--- config.mk ---
export PLATFORM = sky130hd
export DESIGN_NAME = mem_page_mapper
export DESIGN_NICKNAME = d
export VERILOG_FILES = /design/src/rtl/mpm_pkg.sv /design/src/rtl/mpm_ctl_regs.sv /design/src/rtl/mpm_ram_window.sv /design/src/rtl/mpm_rom_select.sv /design/src/rtl/mem_page_mapper.sv
export SDC_FILE = /design/constraint.sdc
export NUM_CORES = 1
export LEC_CHECK = 0
export ABC_AREA = 1
export BUFFER_PORTS_ARGS = -buffer_cell sky130_fd_sc_hd__buf_2
export CELL_PAD_IN_SITES_DETAIL_PLACEMENT = 1
export CELL_PAD_IN_SITES_GLOBAL_PLACEMENT = 2
export CORE_UTILIZATION = 25
export DETAILED_ROUTE_END_ITERATION = 10
export PLACE_DENSITY = 0.95
export SLEW_MARGIN = 20
export SYNTH_ARGS = -nofsm -noshare
export SYNTH_HDL_FRONTEND = slang
export SYNTH_SLANG_ARGS = --single-unit
export TNS_END_PERCENT = 10
--- constraint.sdc ---
create_clock -name clk -period 6.35 [get_ports clk]
set_input_delay 0 -clock clk [delete_from_list [all_inputs] [get_ports clk]]
set_output_delay 0 -clock clk [all_outputs]
set_load 0.005 [all_outputs]
--- src/rtl/mpm_pkg.sv ---
// Package: shared types and constants for the paged memory mapper.
// Assumes a 16-bit CPU address space cut into 16 KB windows and 8 KB ROM segments.
package mpm_pkg;

    localparam int CPU_AW    = 16;
    localparam int WIN_AW    = 14;            // offset bits inside a 16 KB window
    localparam int SEG_AW    = 13;            // offset bits inside an 8 KB ROM segment
    localparam int PAGE_W    = 4;             // RAM page field width
    localparam int RPAGE_W   = 3;             // ROM page field width
    localparam int PHYS_AW   = 20;            // physical RAM address width
    localparam int PAGED_AW  = RPAGE_W + SEG_AW;

    // Bank control register; field order follows the register bit layout.
    typedef struct packed {
        logic                all_ram;         // bit 7
        logic [RPAGE_W-1:0]  rom_page;        // bits 6..4
        logic [PAGE_W-1:0]   ram_page;        // bits 3..0
    } bank_ctl_t;

    // ROM source selected for a read.
    typedef enum logic [1:0] {
        ROMSRC_OS    = 2'd0,
        ROMSRC_PAGED = 2'd1,
        ROMSRC_EXP   = 2'd2
    } rom_src_e;

    // ROM page that shows the expansion ROM.
    localparam logic [RPAGE_W-1:0] EXP_ROM_PAGE = 3'd2;

endpackage

--- src/rtl/mpm_ctl_regs.sv ---
// Module: holds the bank control register and the ROM subpage register.
// Assumes the caller qualifies sub_we (ROM mode, write into OS ROM space).
module mpm_ctl_regs
    import mpm_pkg::*;
#(
    parameter int SUB_W = 8
) (
    input  logic             clk,
    input  logic             rst_n,
    input  logic             ctl_we,
    input  logic [7:0]       ctl_wdata,
    input  logic             sub_we,
    input  logic [SUB_W-1:0] sub_wdata,
    output bank_ctl_t        bank_q,
    output logic [SUB_W-1:0] sub_q
);

    // Bank control register: cleared by reset, loaded on ctl_we.
    always_ff @(posedge clk) begin
        if (!rst_n) begin
            bank_q <= '0;
        end else if (ctl_we) begin
            bank_q <= bank_ctl_t'(ctl_wdata);
        end
    end

    // Subpage register: cleared by reset, loaded by qualified ROM writes.
    always_ff @(posedge clk) begin
        if (!rst_n) begin
            sub_q <= '0;
        end else if (sub_we) begin
            sub_q <= sub_wdata;
        end
    end

endmodule

--- src/rtl/mpm_ram_window.sv ---
// Module: computes the physical base of one 16 KB RAM window and whether it
// lies inside the installed RAM. WIN_IDX picks the window (0, 1 or 2);
// window 0 carries RAM only in all-RAM mode.
// Assumes RAM_BYTES is at most 1 MB.
module mpm_ram_window
    import mpm_pkg::*;
#(
    parameter int WIN_IDX   = 1,
    parameter int RAM_BYTES = 196608
) (
    input  logic              all_ram,
    input  logic [PAGE_W-1:0] page,
    output logic [PHYS_AW-1:0] base,
    output logic              valid
);

    localparam logic [PHYS_AW:0]   RAM_LIM   = (PHYS_AW+1)'(RAM_BYTES);
    localparam logic [PHYS_AW-1:0] WIN_STEP  = PHYS_AW'(32'h4000);
    localparam logic [PHYS_AW-1:0] ALL_BASE0 = PHYS_AW'(32'hC000 - WIN_IDX * 32'h4000);
    localparam logic [PHYS_AW-1:0] ALL_BASEN = PHYS_AW'(32'h10000 + WIN_IDX * 32'h4000);
    localparam logic [PHYS_AW-1:0] ALL_STRIDE = PHYS_AW'(32'hC000);
    localparam logic [PHYS_AW-1:0] ROM_STRIDE = PHYS_AW'(32'h8000);

    logic [PHYS_AW-1:0] pg;
    logic [PHYS_AW-1:0] all_base;
    logic [PHYS_AW-1:0] rom_base;
    logic               rom_has;

    assign pg = PHYS_AW'(page);

    // All-RAM mode base: fixed page-0 slot, then stride 48 KB per page.
    always_comb begin
        if (page == '0) begin
            all_base = ALL_BASE0;
        end else begin
            all_base = ALL_BASEN + (pg - PHYS_AW'(1)) * ALL_STRIDE;
        end
    end

    // ROM mode base: each window has its own irregular page rule.
    generate
        if (WIN_IDX == 1) begin : g_win1
            always_comb begin
                rom_has = 1'b1;
                if (page == '0) begin
                    rom_base = 2 * WIN_STEP;
                end else begin
                    rom_base = PHYS_AW'(32'h10000) + (pg - PHYS_AW'(1)) * ROM_STRIDE;
                end
            end
        end else if (WIN_IDX == 2) begin : g_win2
            always_comb begin
                rom_has = 1'b1;
                if (page == '0) begin
                    rom_base = WIN_STEP;
                end else if (page == PAGE_W'(1)) begin
                    rom_base = 3 * WIN_STEP;
                end else begin
                    rom_base = PHYS_AW'(32'h14000) + (pg - PHYS_AW'(2)) * ROM_STRIDE;
                end
            end
        end else begin : g_win0
            always_comb begin
                rom_has  = 1'b0;
                rom_base = '0;
            end
        end
    endgenerate

    // Pick the model and test the base against the installed size.
    always_comb begin
        base  = all_ram ? all_base : rom_base;
        valid = (all_ram || rom_has) && ({1'b0, base} < RAM_LIM);
    end

endmodule

--- src/rtl/mpm_rom_select.sv ---
// Module: chooses the ROM source and physical ROM address for a ROM read.
// Assumes SUB_W >= 3 so that the paged ROM address fits in the output.
module mpm_rom_select
    import mpm_pkg::*;
#(
    parameter int EXT_SEGS = 4,
    parameter int SUB_W    = 8,
    localparam int ROM_AW  = SUB_W + SEG_AW
) (
    input  logic               os_region,
    input  logic [RPAGE_W-1:0] rom_page,
    input  logic [SUB_W-1:0]   sub_q,
    input  logic [SEG_AW-1:0]  offset,
    output rom_src_e           src,
    output logic [ROM_AW-1:0]  addr
);

    localparam logic [SUB_W:0] EXT_LIM = (SUB_W+1)'(EXT_SEGS);

    logic sub_fitted;

    assign sub_fitted = ({1'b0, sub_q} < EXT_LIM);

    // Source priority: OS ROM, then expansion segment, then paged fallback.
    always_comb begin
        if (os_region) begin
            src  = ROMSRC_OS;
            addr = ROM_AW'(offset);
        end else if (rom_page == EXP_ROM_PAGE && sub_fitted) begin
            src  = ROMSRC_EXP;
            addr = {sub_q, offset};
        end else begin
            src  = ROMSRC_PAGED;
            addr = ROM_AW'({rom_page, offset});
        end
    end

endmodule

--- src/rtl/mem_page_mapper.sv ---
// Module: top of the dual-mode paged memory mapper. Decodes the CPU address
// against the bank control state and drives ROM/RAM selects, physical
// addresses, the unmapped flag and the write inhibit, all combinationally.
// Assumes RAM_BYTES >= 16 KB so the common window always exists.
module mem_page_mapper
    import mpm_pkg::*;
#(
    parameter int RAM_BYTES = 196608,
    parameter int EXT_SEGS  = 4,
    parameter int SUB_W     = 8,
    localparam int ROM_AW   = SUB_W + SEG_AW,
    localparam int N_WIN    = 3
) (
    input  logic               clk,
    input  logic               rst_n,
    input  logic               ctl_we,
    input  logic [7:0]         ctl_wdata,
    input  logic [CPU_AW-1:0]  cpu_addr,
    input  logic               cpu_rd,
    input  logic               cpu_wr,
    input  logic [7:0]         cpu_wdata,
    output logic               rom_cs,
    output logic [1:0]         rom_sel,
    output logic [ROM_AW-1:0]  rom_addr,
    output logic               ram_cs,
    output logic [PHYS_AW-1:0] ram_addr,
    output logic               unmapped,
    output logic               wr_inhibit
);

    bank_ctl_t           bank_q;
    logic [SUB_W-1:0]    sub_q;
    logic                sub_we;
    logic                ctl_all_ram;
    logic [1:0]          region;
    logic                access;
    logic                is_rom;
    logic                is_ram;
    logic                win_ok;
    logic [PHYS_AW-1:0]  win_base;
    logic [PHYS_AW-1:0]  base_v [N_WIN];
    logic [N_WIN-1:0]    valid_v;
    rom_src_e            rsrc;
    logic [ROM_AW-1:0]   raddr;

    assign ctl_all_ram = bank_q.all_ram;
    assign region      = cpu_addr[CPU_AW-1:WIN_AW];
    assign access      = cpu_rd || cpu_wr;

    // A write into OS ROM space in ROM mode becomes a subpage load.
    assign sub_we = cpu_wr && !ctl_all_ram && (cpu_addr[CPU_AW-1:SEG_AW] == '0);

    mpm_ctl_regs #(.SUB_W(SUB_W)) u_regs (
        .clk       (clk),
        .rst_n     (rst_n),
        .ctl_we    (ctl_we),
        .ctl_wdata (ctl_wdata),
        .sub_we    (sub_we),
        .sub_wdata (cpu_wdata[SUB_W-1:0]),
        .bank_q    (bank_q),
        .sub_q     (sub_q)
    );

    // One translator per paged 16 KB window.
    for (genvar w = 0; w < N_WIN; w++) begin : g_win
        mpm_ram_window #(.WIN_IDX(w), .RAM_BYTES(RAM_BYTES)) u_win (
            .all_ram (ctl_all_ram),
            .page    (bank_q.ram_page),
            .base    (base_v[w]),
            .valid   (valid_v[w])
        );
    end

    mpm_rom_select #(.EXT_SEGS(EXT_SEGS), .SUB_W(SUB_W)) u_rom (
        .os_region (!cpu_addr[SEG_AW]),
        .rom_page  (bank_q.rom_page),
        .sub_q     (sub_q),
        .offset    (cpu_addr[SEG_AW-1:0]),
        .src       (rsrc),
        .addr      (raddr)
    );

    // Region decode: common RAM, ROM space, or a paged RAM window.
    always_comb begin
        is_rom   = 1'b0;
        is_ram   = 1'b0;
        win_ok   = 1'b0;
        win_base = '0;
        if (region == 2'd3) begin
            is_ram = 1'b1;
            win_ok = 1'b1;
        end else if (!ctl_all_ram && region == 2'd0) begin
            is_rom = 1'b1;
        end else begin
            is_ram   = 1'b1;
            win_ok   = valid_v[region];
            win_base = base_v[region];
        end
    end

    // Output drive: selects qualified by strobes, addresses zeroed when idle.
    always_comb begin
        rom_cs     = cpu_rd && is_rom;
        rom_sel    = rom_cs ? rsrc : ROMSRC_OS;
        rom_addr   = rom_cs ? raddr : '0;
        ram_cs     = access && is_ram && win_ok;
        ram_addr   = ram_cs ? (win_base | PHYS_AW'(cpu_addr[WIN_AW-1:0])) : '0;
        unmapped   = access && is_ram && !win_ok;
        wr_inhibit = cpu_wr && !(is_ram && win_ok);
    end

endmodule

==> metrics.txt, run 1 <==
max capacitance violation total 0; std cell rows 31; setup repair after global routing missed its margin false; Place WS 2680 ps; power per cell area 206 nW/µm²; Peak Freq 255 MHz; met2 GRT Util 0.272; CP Capture Type primary output; total number of yosys warnings 0; worst setup slack after layout 2430 ps; total of hold buffers inserted after clock tree synthesis 7; antenna-violating nets left 0; final period utilization 0.618; total setup violations reported at the end of the flow 0; routed wirelength normalized by instance count 12.1 µm; Initial Utilization 0.262; Num CTS Buffers 3; Remaining Overflow, GRT 0; Total Die Area 8080 µm²; commonest cells in the netlist 61 x nor2_1, 47 x inv_1, 43 x nand2_1; number of global-route vias before repair 2,279; Ports 84; crit start category register; number of cells produced by synthesis 313; die width 89.9 µm; post-synthesis average cell area 6.17 µm²; tightest slew margin relative to the limit 0.447; post-route insts no fill 492; fraction of layout cells with a size suffix above 1 0.285; number of antenna violations at the first check in global routing 0; Port-buffer cells 76; top cell type by total area after synthesis dfxtp_1; maximum number of pins on one net before global-route repair 20; compound-cell area share of the yosys netlist 0.148; sequential element share of the synthesized area 0.166; number of library cell types mapped by synthesis 34; CTS root buffer clkbuf_8; antenna cell count 0; Total Wirelength 5950 µm; CTS sink count 16; met1 track demand over resource 0.189; dominant combinational cell family by area after synthesis simple AND/OR/NAND/NOR gates; Tightest Pin Transition 823 ps; mapped cell area 1930 µm²; First DRT Iteration DRCs 61; most used flip-flop cell after synthesis dfxtp_1; dominant cell by count in the synthesized netlist nor2_1; number of levels the H-tree was split into 1; first drt pass iteration count 4; Util after Layout 0.337; leading cell types by total area after synthesis dfxtp_1 17%, nor2_1 12%, inv_1 9.1%; Clock transition at path regs 60 ps; GRT Resource Usage Total 0.149; maximum root-to-sink buffer count 2; area share of and/or/nand/nor cells after synthesis 0.394; final setup skew 8.34 ps; Crit path required time 6350 ps; static leakage power 1.39 nW; peak ir drop on the vdd network 102 µV; routability cong. 0.847; top cell type's share of synthesized area 0.166; min cycle time layout 3920 ps; asr flop ratio synth 0; run status finished clean; Worst Setup SP u_regs.bank_q[0]$_SDFFE_PN0P_; area growth from synthesis to layout 28.6%; share of synthesized area spent on multiplexers 0; hold crit path type input port to register; global routing usage on met3 0.00677; total number of vias 2,167; placeable core region 7370 µm²; layer carrying the most global-route usage met2; register bit total from synthesis 16; area taken by flip-flops and latches 320 µm²; sum of negative setup slack 0 ps; nets 445; post-cts sizing count 0; peak fanout along the critical path 19; worst-case hold slack 37.9 ps; first-pass GRT wire length 10,300 µm; number of flops mapped to enable cells by yosys 0; xor/xnor cell area share of the yosys netlist 0.0408; multi-input combinational cell area 1330 µm²; post-CTS setup buffers 0; critical path data arrival time 3920 ps; Adder-Cell Fraction of Synth Area 0.0946; clock tree from TritonCTS yes; final cell area excluding filler cells 2480 µm²; Detailed Place HPWL 5020 µm; number of fillers in the final layout 1,014; total count of max-transition violations in the final report 0; overall power 511 µW; Worst Path Class, Setup register to primary output; worst flop-to-flop path startpoint u_regs.bank_q[7]$_SDFFE_PN0P_; final hold violations 0; number of instances in the placed design 481; die height 89.9 µm; DRC violation count after routing 0; clock latency on the worst-skew pair 250 ps; startpoint of the tightest hold check path ctl_wdata[4]; drt via density 4.40; instance area at placement 2360 µm²
worst max-delay path, cell delays in order, from the launching register on:
cell	delay [ps]
dfxtp_1	350
inv_1	230
ha_1	360
inv_2	60
nand2_1	70
nand2_2	100
fa_1	480
xnor2_1	400
inv_1	140
ha_1	280
a21oi_1	180
nand3b_1	130
nand3_1	90
a21oi_1	160
nand3_1	100
nand3_2	110
nand2_4	170
nor2_1	140
buf_2	120
layout by cell type (no fill, tap or decap), types with 2 or more instances in the layout:
cell / n
a21oi_1: 17
buf_2: 76
clkbuf_8: 4
conb_1: 7
dfxtp_1: 16
dlygate4sd3_1: 7
ha_1: 13
inv_1: 47
inv_2: 5
nand2_1: 43
nand2_2: 3
nand2_4: 5
nand3_1: 15
nand3_2: 5
nand3b_1: 3
nand4_1: 3
nor2_1: 61
nor2_2: 9
nor2_4: 3
nor3_1: 3
o211ai_1: 2
o21ai_0: 29
xnor2_1: 6
xor2_1: 3
path summary, 6_finish.rpt:
check	slack, ps	endpoint	cells after the start
worst max-delay path	2430	ram_addr[3]	18
worst max register to register	3930	u_regs.sub_q[6]$_SDFFE_PN0P_	6
worst min register to register	470	u_regs.sub_q[6]$_SDFFE_PN0P_	2
worst min-delay path	40	u_regs.bank_q[4]$_SDFFE_PN0P_	3
registers in the layout (all words and copies together), names as in the netlist:
signal and cells:
u_regs.sub_q 8, u_regs.bank_q 8
routing by layer:
| layer | vias up | part of all wire |
|---|---|---|
| li1 | 1133 | - |
| met1 | 983 | 0.48 |
| met2 | 41 | 0.49 |
| met3 | 10 | 0.016 |
| met4 | 0 | 0.016 |
| met5 | - | 0 |
kinds of logic (layout without fill, tap and decap cells):
group | after synthesis | count (layout)
and+or+nand+nor | 155 | 155
buffers and inverters | 66 | 140
AOI/OAI and AO/OA | 52 | 52
DFF | 16 | 16
adders and majority gates | 14 | 14
xor gates and xnor gates | 9 | 9
other | 1 | 7
area by class of cell:
type	count	area share
Clock buffer	4	0.0222
Inverter	53	0.0801
Multi-Input combinational cell	237	0.537
Sequential cell	16	0.129
Tap cell	99	0.0499
Timing Repair Buffer	83	0.181
report_power, final:
part / leakage, nW / switching [mW] / total, mW / internal, mW
Sequential: 0.131 / 0.00650 / 0.112 / 0.106
Clock: 0.0288 / 0.0357 / 0.0907 / 0.0550
Combinational: 1.23 / 0.191 / 0.309 / 0.118
No activity file was read; power rests on OpenSTA's default activity.
==> run 2, diff against run 1 <==
- CORE_UTILIZATION: 25 -> 21
- PLACE_DENSITY: 0.95 -> 0.86
- clock period: 6.35 -> 3.6 ns (I/O delays scaled with it)
==> run 2 against run 1 <==
  * The run now ends with design-rule violations left
  * Clock skew down 7.0 ps
  * Sequential power up 78%
  * First-iteration DRC count up 20%
  * Highest routed layer unchanged
==> metrics.txt, run 2 (synthesis gave the netlist of run 1 again) <==
run status finished, violations left (was finished clean); failing checks design-rule violations; drt via density 4.36 (was 4.40); CTS root buffer clkbuf_8 (unchanged); sum of negative setup slack 0 ps (unchanged); most common library cell in the layout ignoring fill and taps buf_2 (unchanged); Initial Utilization 0.219 (was 0.262); max capacitance violation total 0 (unchanged); net switching component of the power 436 µW (was 233 µW); number of global-route vias before repair 2,320 (was 2,279); die height 97.9 µm (was 89.9 µm); overall power 936 µW (was 511 µW); Port-buffer cells 76 (unchanged); clock latency on the worst-skew pair 250 ps (about the same); antenna cell count 0 (unchanged); Detailed Place HPWL 5170 µm (was 5020 µm); critical path data arrival time 3350 ps (was 3920 ps); worst flop-to-flop path startpoint u_regs.bank_q[7]$_SDFFE_PN0P_ (unchanged); die width 97.9 µm (was 89.9 µm); CP Capture Type primary output (unchanged); Sw Ratio 0.465 (was 0.456); maximum root-to-sink buffer count 2 (unchanged); Critical R2R Capture u_regs.sub_q[6]$_SDFFE_PN0P_ (unchanged); Worst R2R Setup Slack 1250 ps (was 3930 ps); proportion of power drawn by combinational gates 0.649 (was 0.603); Peak Freq 298 MHz; startpoint of the tightest hold check path ctl_wdata[3] (was ctl_wdata[4]); final setup skew 1.37 ps (was 8.34 ps); CP Capture Point ram_addr[17] (was ram_addr[3]); final cell area excluding filler cells 2610 µm² (was 2480 µm²); count of cells along the worst register-to-register path 6 (unchanged); final hold violations 0 (unchanged); DRC violation count after routing 2 (was 0); Clock transition at path regs 50 ps (was 60 ps); fraction of layout cells with a size suffix above 1 0.323 (was 0.285); clock tree from TritonCTS yes (unchanged); most frequent cells in the layout 76 x buf_2, 60 x nor2_1, 44 x inv_1, 43 x nand2_1, 29 x o21ai_0 (was 76 x buf_2, 61 x nor2_1, 47 x inv_1, 43 x nand2_1, 29 x o21ai_0); placeable core region 8810 µm² (was 7370 µm²); part of the total power dissipated in sequential elements 0.213 (was 0.219); min cycle time layout 3350 ps; Worst Setup SP u_regs.bank_q[2]$_SDFFE_PN0P_ (was u_regs.bank_q[0]$_SDFFE_PN0P_); maximum number of pins on one net before global-route repair 20 (unchanged); peak fanout along the critical path 9 (was 19); post-route insts no fill 507 (was 492); clock group share of total power 0.138 (was 0.177); std cell rows 34 (was 31); number of instances in the placed design 492 (was 481); total setup violations reported at the end of the flow 0 (unchanged); CTS sink count 16 (unchanged); Tightest Pin Transition 859 ps (was 823 ps); Num CTS Buffers 3 (unchanged); total count of max-transition violations in the final report 0 (unchanged); Remaining Overflow, GRT 0 (unchanged); GRT Resource Usage Total 0.134 (was 0.149); antenna-violating nets left 0 (unchanged); Worst Path Class, Setup register to primary output (unchanged); area growth from synthesis to layout 35.3% (was 28.6%); number of levels the H-tree was split into 1 (unchanged); Crit path required time 3600 ps (was 6350 ps); internal power summed over all cells 501 µW (was 278 µW); tightest slew margin relative to the limit 0.428 (was 0.447); final period utilization 0.931; registers with the highest flip-flop counts u_regs.bank_q: 8 flops, u_regs.sub_q: 8 flops (unchanged); power per cell area 359 nW/µm² (was 206 nW/µm²); total number of vias 2,208 (was 2,167); nets 452 (was 445); first drt pass iteration count 7 (was 4); Ports 84 (unchanged); Total Die Area 9580 µm² (was 8080 µm²); Util after Layout 0.297 (was 0.337); crit start category register (unchanged); routability cong. 0.844 (was 0.847); static leakage power 1.42 nW (was 1.39 nW); instance area at placement 2380 µm² (was 2360 µm²); peak ir drop on the vdd network 169 µV (was 102 µV); hold crit path type input port to register (unchanged); Total Wirelength 6280 µm (was 5950 µm); First DRT Iteration DRCs 73 (was 61); routed wirelength normalized by instance count 12.4 µm (was 12.1 µm); first-pass GRT wire length 10,900 µm (was 10,300 µm); number of antenna violations at the first check in global routing 0 (unchanged)
==> run 2: area by class of cell <==
| class | count | area [µm²] |
|---|---|---|
| Fill cell | 1158 | 6190 |
| Multi-Input combinational cell | 238 | 1410 |
| Timing Repair Buffer | 89 | 495 |
| Sequential cell | 16 | 327 |
| Inverter | 53 | 204 |
| Tap cell | 108 | 135 |
| Clock buffer | 3 | 41.3 |
==> run 2: power groups by stage <==
stage	clock, mW	sequential [mW]	combinational, mW
5_1_grt	0.144	0.200	0.687
2_1_floorplan	0	0.196	0.411
3_3_place_gp	0	0.201	0.546
6_report	0.129	0.199	0.608
3_5_place_dp	0	0.202	0.557
4_1_cts	0.132	0.198	0.575
==> run 2: per-stage QoR <==
stage          setup WS [ps]  hold WS, ps
2_1_floorplan            495         92.6
3_3_place_gp             104          221
3_5_place_dp             104          230
4_1_cts                 79.2         35.6
5_1_grt                -41.6         72.0
6_report                 249         45.6
==> run 2: worst min path at each step <==
| stage | endpoint | slack, ps | depth (start not counted) |
|---|---|---|---|
| after floorplan | ram_addr[0] | 90 | 2 |
| after global placement | u_regs.sub_q[7]$_SDFFE_PN0P_ | 220 | 3 |
| after detailed placement | u_regs.sub_q[7]$_SDFFE_PN0P_ | 230 | 3 |
| after CTS | u_regs.bank_q[3]$_SDFFE_PN0P_ | 40 | 3 |
| after global routing | u_regs.bank_q[3]$_SDFFE_PN0P_ | 70 | 3 |
| final | u_regs.bank_q[3]$_SDFFE_PN0P_ | 50 | 3 |
==> run 2: routing by layer <==
metal	track usage	routed length, µm	vias up
met1	0.176	2870	1012
met2	0.235	3170	36
met4	0.0385	89	0
met5	0	0	-
li1	-	-	1150
met3	0.00787	153	10
==> run 2: critical path, cell delays in order (launching register included) <==
cell and delay, ps:
dfxtp_2 390, inv_2 90, ha_1 190, nand2_1 120, nand2_1 80, nand2_1 110, nand2_1 90, ha_1 350
xnor2_2 170, inv_1 90, ha_1 240, a21oi_1 150, nand3b_1 130, nand3_1 70, a21oi_1 140, nand3_1 130
nand3_4 180, nand2_8 110, nor2_2 130, buf_2 130
==> run 2: timing repair <==
item	in CTS	in global routing
gates resized for setup	6	12
pin swaps	0	5
gates cloned	0	1
setup buffers	0	4
hold endpoints to repair	7	0
endpoints found under the setup margin	19	21
hold buffers	7	0
